## config.mk

```make
export PLATFORM = sky130hd
export DESIGN_NAME = mbox_framer
export DESIGN_NICKNAME = d
export VERILOG_FILES = /design/src/rtl/mbf_pkg.sv /design/src/rtl/mbf_payload_buf.sv /design/src/rtl/mbf_seq.sv /design/src/rtl/mbox_framer.sv
export SDC_FILE = /design/constraint.sdc
export NUM_CORES = 1
export LEC_CHECK = 0
export BUFFER_PORTS_ARGS = -buffer_cell sky130_fd_sc_hd__buf_2
export CORE_MARGIN = 1
export CORE_UTILIZATION = 45
export CTS_BUF_LIST = sky130_fd_sc_hd__clkbuf_8
export DETAILED_ROUTE_END_ITERATION = 10
export HOLD_SLACK_MARGIN = 0.03
export PLACE_DENSITY_LB_ADDON = 0.25
export SLEW_MARGIN = 20
export SYNTH_ARGS = -nofsm -noshare
export SYNTH_HDL_FRONTEND = slang
export SYNTH_HIERARCHICAL = 1
export SYNTH_SLANG_ARGS = --single-unit
export TNS_END_PERCENT = 50
```

## constraint.sdc

```tcl
create_clock -name clk -period 5 [get_ports clk]
set_input_delay 0.75 -clock clk [delete_from_list [all_inputs] [get_ports clk]]
set_output_delay 0.75 -clock clk [all_outputs]
set_load 0.01 [all_outputs]
```

## src/rtl/mbf_pkg.sv

```systemverilog
package mbf_pkg;

  localparam int HDR_BYTES = 4;
  localparam int REG_PAY   = 6;
  localparam int FLD_PAY   = 8;

  typedef enum logic [1:0] {
    CMD_GENERIC     = 2'd0,
    CMD_REGWR       = 2'd1,
    CMD_FLDWR       = 2'd2,
    CMD_GENERIC_ALT = 2'd3
  } cmd_kind_e;

  // Payload length in bytes for a command kind.
  function automatic logic [15:0] payload_len(input logic [1:0] kind,
                                              input int gen_len,
                                              input int buf_depth);
    int n;
    case (kind)
      CMD_REGWR: n = REG_PAY;
      CMD_FLDWR: n = FLD_PAY;
      default:   n = (gen_len > buf_depth) ? buf_depth : gen_len;
    endcase
    return 16'(n);
  endfunction

  // Byte at position idx of a message (header first, then payload).
  function automatic logic [7:0] frame_byte(input logic [1:0]  kind,
                                            input logic [7:0]  op,
                                            input logic [7:0]  mid,
                                            input logic [15:0] len,
                                            input logic [15:0] addr,
                                            input logic [31:0] val,
                                            input logic [7:0]  fstart,
                                            input logic [7:0]  fnbits,
                                            input logic [7:0]  bufb,
                                            input int          idx);
    int p;
    logic [7:0] b;
    p = idx - HDR_BYTES;
    b = bufb;
    if (idx == 0)      b = op;
    else if (idx == 1) b = mid;
    else if (idx == 2) b = len[15:8];
    else if (idx == 3) b = len[7:0];
    else begin
      case (kind)
        CMD_REGWR: begin
          if (p == 0)      b = addr[15:8];
          else if (p == 1) b = addr[7:0];
          else             b = 8'(val >> (8 * (5 - p)));
        end
        CMD_FLDWR: begin
          if (p == 0)      b = addr[15:8];
          else if (p == 1) b = addr[7:0];
          else if (p == 2) b = fstart;
          else if (p == 3) b = fnbits;
          else             b = 8'(val >> (8 * (7 - p)));
        end
        default: b = bufb;
      endcase
    end
    return b;
  endfunction

endpackage

```

## src/rtl/mbf_payload_buf.sv

```systemverilog
module mbf_payload_buf #(
  parameter int DEPTH = 16,
  parameter int AW    = $clog2(DEPTH)
) (
  input  logic          clk,
  input  logic          wr_en,
  input  logic [AW-1:0] wr_idx,
  input  logic [7:0]    wr_data,
  input  logic [AW-1:0] rd_idx,
  output logic [7:0]    rd_data
);

  logic [7:0] mem [DEPTH];

  always_ff @(posedge clk) begin
    if (wr_en) mem[wr_idx] <= wr_data;
  end

  assign rd_data = mem[rd_idx];

endmodule

```

## src/rtl/mbf_seq.sv

```systemverilog
module mbf_seq #(
  parameter int TIMEOUT = 64,
  parameter int IDX_W   = 5
) (
  input  logic             clk,
  input  logic             rst_n,
  input  logic             start,
  input  logic [IDX_W-1:0] total_in,
  input  logic             mb_full,
  output logic             start_acc,
  output logic [IDX_W-1:0] send_idx,
  output logic             mb_wr,
  output logic             busy,
  output logic             done,
  output logic             done_err
);

  localparam int WAIT_W = $clog2(TIMEOUT) + 1;

  logic              sending;
  logic [IDX_W-1:0]  idx_q;
  logic [IDX_W-1:0]  total_q;
  logic [WAIT_W-1:0] wait_cnt;

  // Named internal events.
  logic byte_accept;
  logic last_byte;
  logic wait_expired;

  assign start_acc    = start && !sending;
  assign byte_accept  = sending && !mb_full;
  assign last_byte    = (idx_q == total_q - IDX_W'(1));
  assign wait_expired = sending && mb_full && (wait_cnt == WAIT_W'(TIMEOUT - 1));

  always_ff @(posedge clk) begin
    if (!rst_n) begin
      sending  <= 1'b0;
      idx_q    <= '0;
      total_q  <= '0;
      wait_cnt <= '0;
      done     <= 1'b0;
      done_err <= 1'b0;
    end else begin
      done     <= 1'b0;
      done_err <= 1'b0;
      if (start_acc) begin
        sending  <= 1'b1;
        idx_q    <= '0;
        total_q  <= total_in;
        wait_cnt <= '0;
      end else if (byte_accept) begin
        wait_cnt <= '0;
        if (last_byte) begin
          sending <= 1'b0;
          done    <= 1'b1;
        end else begin
          idx_q <= idx_q + IDX_W'(1);
        end
      end else if (wait_expired) begin
        sending  <= 1'b0;
        done     <= 1'b1;
        done_err <= 1'b1;
      end else if (sending) begin
        wait_cnt <= wait_cnt + WAIT_W'(1);
      end
    end
  end

  assign send_idx = idx_q;
  assign mb_wr    = byte_accept;
  assign busy     = sending;

  // completion is a single-cycle pulse.
  a_r10_done_single: assert property (@(posedge clk) disable iff (!rst_n)
    done |=> !done);

  // busy only drops together with done.
  a_r10_busy_ends_with_done: assert property (@(posedge clk) disable iff (!rst_n)
    $fell(busy) |-> done);

  // an idle start makes the block busy in the next cycle.
  a_r10_start_takes: assert property (@(posedge clk) disable iff (!rst_n)
    (start && !busy) |=> busy);

  // an error completion is always preceded by a pending byte under full.
  a_r8_abort_cause: assert property (@(posedge clk) disable iff (!rst_n)
    (done && done_err) |-> ($past(mb_full) && $past(busy)));

  // the message length captured at start does not move mid-message.
  a_r11_total_held: assert property (@(posedge clk) disable iff (!rst_n)
    (busy && $past(busy)) |-> $stable(total_q));

  // the byte position never passes the end of the message.
  a_r7_idx_bound: assert property (@(posedge clk) disable iff (!rst_n)
    busy |-> (idx_q < total_q));

endmodule

```

## src/rtl/mbox_framer.sv

```systemverilog
module mbox_framer #(
  parameter int BUF_DEPTH = 16,
  parameter int TIMEOUT   = 64
) (
  input  logic                           clk,
  input  logic                           rst_n,
  input  logic                           buf_wr_en,
  input  logic [$clog2(BUF_DEPTH)-1:0]   buf_wr_idx,
  input  logic [7:0]                     buf_wr_data,
  input  logic                           start,
  input  logic [1:0]                     cmd_kind,
  input  logic [7:0]                     opcode,
  input  logic [7:0]                     module_id,
  input  logic [$clog2(BUF_DEPTH+1)-1:0] gen_len,
  input  logic [15:0]                    reg_addr,
  input  logic [31:0]                    reg_val,
  input  logic [7:0]                     fld_start,
  input  logic [7:0]                     fld_nbits,
  input  logic                           mb_full,
  output logic                           mb_wr,
  output logic [7:0]                     mb_data,
  output logic                           busy,
  output logic                           done,
  output logic                           done_err
);
  import mbf_pkg::*;

  localparam int BUF_AW = $clog2(BUF_DEPTH);
  localparam int MAXPAY = (BUF_DEPTH > FLD_PAY) ? BUF_DEPTH : FLD_PAY;
  localparam int IDX_W  = $clog2(HDR_BYTES + MAXPAY + 1);

  // Captured command fields.
  logic [1:0]  kind_q;
  logic [7:0]  op_q, mid_q, fs_q, fn_q;
  logic [15:0] len_q, addr_q;
  logic [31:0] val_q;

  logic [15:0]      len_now;
  logic [IDX_W-1:0] total_now;
  logic             start_acc;
  logic [IDX_W-1:0] send_idx;
  logic [IDX_W-1:0] pay_idx;
  logic [7:0]       buf_byte;

  assign len_now   = payload_len(cmd_kind, int'(gen_len), BUF_DEPTH);
  assign total_now = IDX_W'(HDR_BYTES) + IDX_W'(len_now);

  always_ff @(posedge clk) begin
    if (!rst_n) begin
      kind_q <= '0;
      op_q   <= '0;
      mid_q  <= '0;
      len_q  <= '0;
      addr_q <= '0;
      val_q  <= '0;
      fs_q   <= '0;
      fn_q   <= '0;
    end else if (start_acc) begin
      kind_q <= cmd_kind;
      op_q   <= opcode;
      mid_q  <= module_id;
      len_q  <= len_now;
      addr_q <= reg_addr;
      val_q  <= reg_val;
      fs_q   <= fld_start;
      fn_q   <= fld_nbits;
    end
  end

  mbf_seq #(
    .TIMEOUT (TIMEOUT),
    .IDX_W   (IDX_W)
  ) u_seq (
    .clk       (clk),
    .rst_n     (rst_n),
    .start     (start),
    .total_in  (total_now),
    .mb_full   (mb_full),
    .start_acc (start_acc),
    .send_idx  (send_idx),
    .mb_wr     (mb_wr),
    .busy      (busy),
    .done      (done),
    .done_err  (done_err)
  );

  assign pay_idx = send_idx - IDX_W'(HDR_BYTES);

  mbf_payload_buf #(
    .DEPTH (BUF_DEPTH)
  ) u_buf (
    .clk     (clk),
    .wr_en   (buf_wr_en),
    .wr_idx  (buf_wr_idx),
    .wr_data (buf_wr_data),
    .rd_idx  (pay_idx[BUF_AW-1:0]),
    .rd_data (buf_byte)
  );

  assign mb_data = frame_byte(kind_q, op_q, mid_q, len_q, addr_q, val_q,
                              fs_q, fn_q, buf_byte, int'(send_idx));

  // the first byte of a message is the captured opcode.
  a_r2_opcode_first: assert property (@(posedge clk) disable iff (!rst_n)
    (mb_wr && send_idx == '0) |-> (mb_data == op_q));

endmodule

```

==> results.md <==
- Avg Inst Size Synth: 13.38 um2
- Area growth from synthesis to layout: 15.36%
- Total Routing Usage GR: 0.1998
- Hold Crit Class: in -> reg
- Worst slew pin tran: 0.9993 ns
- Final setup viols: 0
- DR WL/cell: about 19 um
- WL final: 24,470 um
- Hold_sp: reg_val[20]
- Top Ports: roughly 120
- Fillers: between 2,000 and 2,500
- DR pass1 iterations: 5
- Cell area power density: ~340 nW/um2
- Crit path capture type: output port
- Number of synthesized register bits: about 240
- Htree depth: 2
- GP Congestion: ~0.90
- Number of buffers created by CTS: 42
- Max Slew Vio Count: 0
- Post-route insts no fill: around 1,300
- Fin. Hold Viols: 0
- Grt ovf: 0
- Core Region: 23,470 um2
- Crit path launch: u_seq/send_idx[2]$_SDFFE_PP0P_
- Peak Freq: between 200 and 250 MHz
- Synth Flop Type: edfxtp_1
- Vias: 6,829
- Synth Warn #: 6
- # rows: 56
- Fin nets: ~1,100
- Req. time, crit path: approximately 4.3 ns
- DP Cell Count: 1,208
- Setup TNS: 0 ns
- Worst skew pair latency: around 0.54 ns
- Die W: around 160 um
- Max VDD drop: 196.7 uV
- Vias in the first global route: about 6,600
- Clock skew: around 0.018 ns
- Syn Nets: 921
- Iter 0 DRT Violations: 436
- Tcrit/Tclk final: 0.8095
- Mapped cell area: 10,760 um2
- Multi-input logic area: approximately 4400 um2
- Synth unique cells: 64
- Leakage: 4.557 nW
- Worst-path clk slew: around 0.060 ns
- Post-Synthesis Cells: approximately 800
- Post-layout instance area: about 12,000 um2
- CTS root buf: clkbuf_8
- Worst setup SP type: register
- Max-Cap Viols: 0
- Starting density of the core: 0.4582
- Die span in y: approximately 160 um
- Setup repair after global routing missed its margin: false
- Total Power: roughly 4.3 mW
- Clock sinks: roughly 240
- Initial antenna violation count: 0
- Reg2Reg Capture Point: val_q[17]$_SDFFE_PN0P_
- # Post-CTS Setup Buffers: 0
- Setup CP Type: reg -> out
- Slew headroom: 0.3338
- Crit path DAT: 3.30 ns
- First-pass GRT wire length: ~37,000 um
- CTS tree: done
- End of the critical path: mb_data[6]
- Inserted Diodes: 0
- Ys async rst share: 0
- Proportion of layout cells with a drive suffix above 1: 0.2534
- Worst R2R Path Depth: 5
- # hold bufs at CTS: 0
- Pin count of the biggest net entering global routing: 95
- Bufs on Longest Clock Path: 3
- I/O Buffers: 115
- R2R Setup Slk: 2.65 ns
- Post-DRT Antenna Nets: 0
- Post-DP Area: about 12,000 um2
- Post-layout minimum cycle time: approximately 4.0 ns
- Post-synth EDFFs: about 130
- Vias per cell: ~5.3
- Hpwl dp: approximately 17,000 um
- Sequential fraction of the synthesis area: 0.5565
- DIE AREA: between 20,000 and 25,000 um2
- CTS resizes: 0
- Register area: 5991 um2
- Worst-path fanout max: 13
- DRC viols: 0
- RR Startpoint: u_seq/busy$_SDFFE_PN0P_
- Status: completed
## cells in the final DEF (no fill, tap or decap), drive strengths merged, types with 13 or more instances in the layout
cell / instances
a22oi: 17
buf: 127
clkbuf: 48
dfxtp: 107
edfxtp: 128
ha: 13
inv: 37
mux2i: 92
mux4: 48
nand2: 43
nand2b: 16
nand3: 17
nor2: 30
nor2b: 91
o21ai: 15
## cells in the mapped netlist (9+ instances only)
master | number | area share
a21oi_1 | 12 | 0.0056
o21ai_0 | 12 | 0.0056
nand3_1 | 16 | 0.0074
nor3_1 | 10 | 0.0047
mux2i_1 | 92 | 0.086
dfxtp_1 | 107 | 0.20
edfxtp_1 | 128 | 0.36
a22oi_1 | 17 | 0.012
a31oi_1 | 9 | 0.0052
mux4_1 | 14 | 0.034
ha_1 | 13 | 0.015
nor2_1 | 30 | 0.010
nor2b_1 | 91 | 0.053
mux2_2 | 11 | 0.012
buf_2 | 17 | 0.0079
nand2b_1 | 16 | 0.0093
inv_1 | 22 | 0.0077
nand2_1 | 42 | 0.015
clkbuf_1 | 12 | 0.0042
mux4_2 | 34 | 0.071
## where the power goes
| part | leakage (nW) | total, mW | switching, mW | internal (mW) |
|---|---|---|---|---|
| Sequential | 2.04 | 2.16 | 0.0502 | 2.11 |
| Combinational | 2.05 | 0.351 | 0.181 | 0.170 |
| Clock | 0.476 | 1.75 | 0.770 | 0.980 |
## kinds of logic (layout without fill, tap and decap cells)
family,after synthesis,in the layout,synth area share
adder cells (fa/ha/maj),13,13,0.01512
multiplexers,152,152,0.2036
AND/OR/NAND/NOR,232,232,0.1174
AO/OA/AOI/OAI,97,97,0.06817
flip-flops,235,235,0.5565
XOR/XNOR,10,10,0.008144
buffers and inverters,65,224,0.03106
## per-stage QoR
stage          utilization  setup WS, ns  hold WS, ns
6_report            0.5286        0.9525       0.4649
5_1_grt             0.5286        0.7414       0.4614
4_1_cts             0.5286        0.9647       0.4504
3_5_place_dp        0.4933         1.544       0.4785
3_3_place_gp        0.4933         1.596       0.4688
2_1_floorplan            -         2.109       0.4486
## worst min-delay path by stage
stage	to	slack (ns)	cells past startpoint
2_1_floorplan	len_q[2]$_SDFFE_PN0P_	0.45	1
3_3_place_gp	u_seq/wait_cnt[1]$_SDFFE_PP0P_	0.47	2
4_1_cts	val_q[20]$_SDFFE_PN0P_	0.45	3
3_5_place_dp	u_seq/total_q[4]$_SDFFE_PN0P_	0.48	2
6_report	val_q[20]$_SDFFE_PN0P_	0.46	3
5_1_grt	val_q[20]$_SDFFE_PN0P_	0.46	3
## metal layers
layer / GRT usage / up-vias / wire length [um]
met1: 0.2694 / 3325 / 11070
met2: 0.3289 / 196 / 11730
met4: 0.05322 / 0 / 299
met3: 0.04016 / 25 / 1366
met5: 0 / - / 0
li1: - / 3283 / -
## sequential cells by signal, summed over array words and instances, names as in the netlist
register,flops
u_buf/mem,128
val_q,32
addr_q,16
fn_q,8
fs_q,8
mid_q,8
op_q,8
u_seq/wait_cnt,7
len_q,5
u_seq/send_idx,5
u_seq/total_q,5
kind_q,2
u_seq/busy,1
u_seq/done,1
u_seq/done_err,1
## cell type report
type                       instances  area share
multi-input combinational        504      0.3575
sequential                       235      0.4829
inverter                          23    0.007160
clock buffer                      48     0.05325
tap                              319     0.03217
timing repair buffer             127     0.05365
clock inverter                    26     0.01341
## worst max-delay path, cell delays in order (launching register included)
cell	delay (ns)
dfxtp_1	0.60
inv_1	0.25
ha_1	0.38
inv_1	0.12
nor2b_1	0.45
a22oi_1	0.19
nand2_1	0.09
o21ai_0	0.07
o31ai_1	0.10
inv_1	0.08
a31oi_1	0.25
buf_2	0.19
No activity file was read; power rests on OpenSTA's default activity.
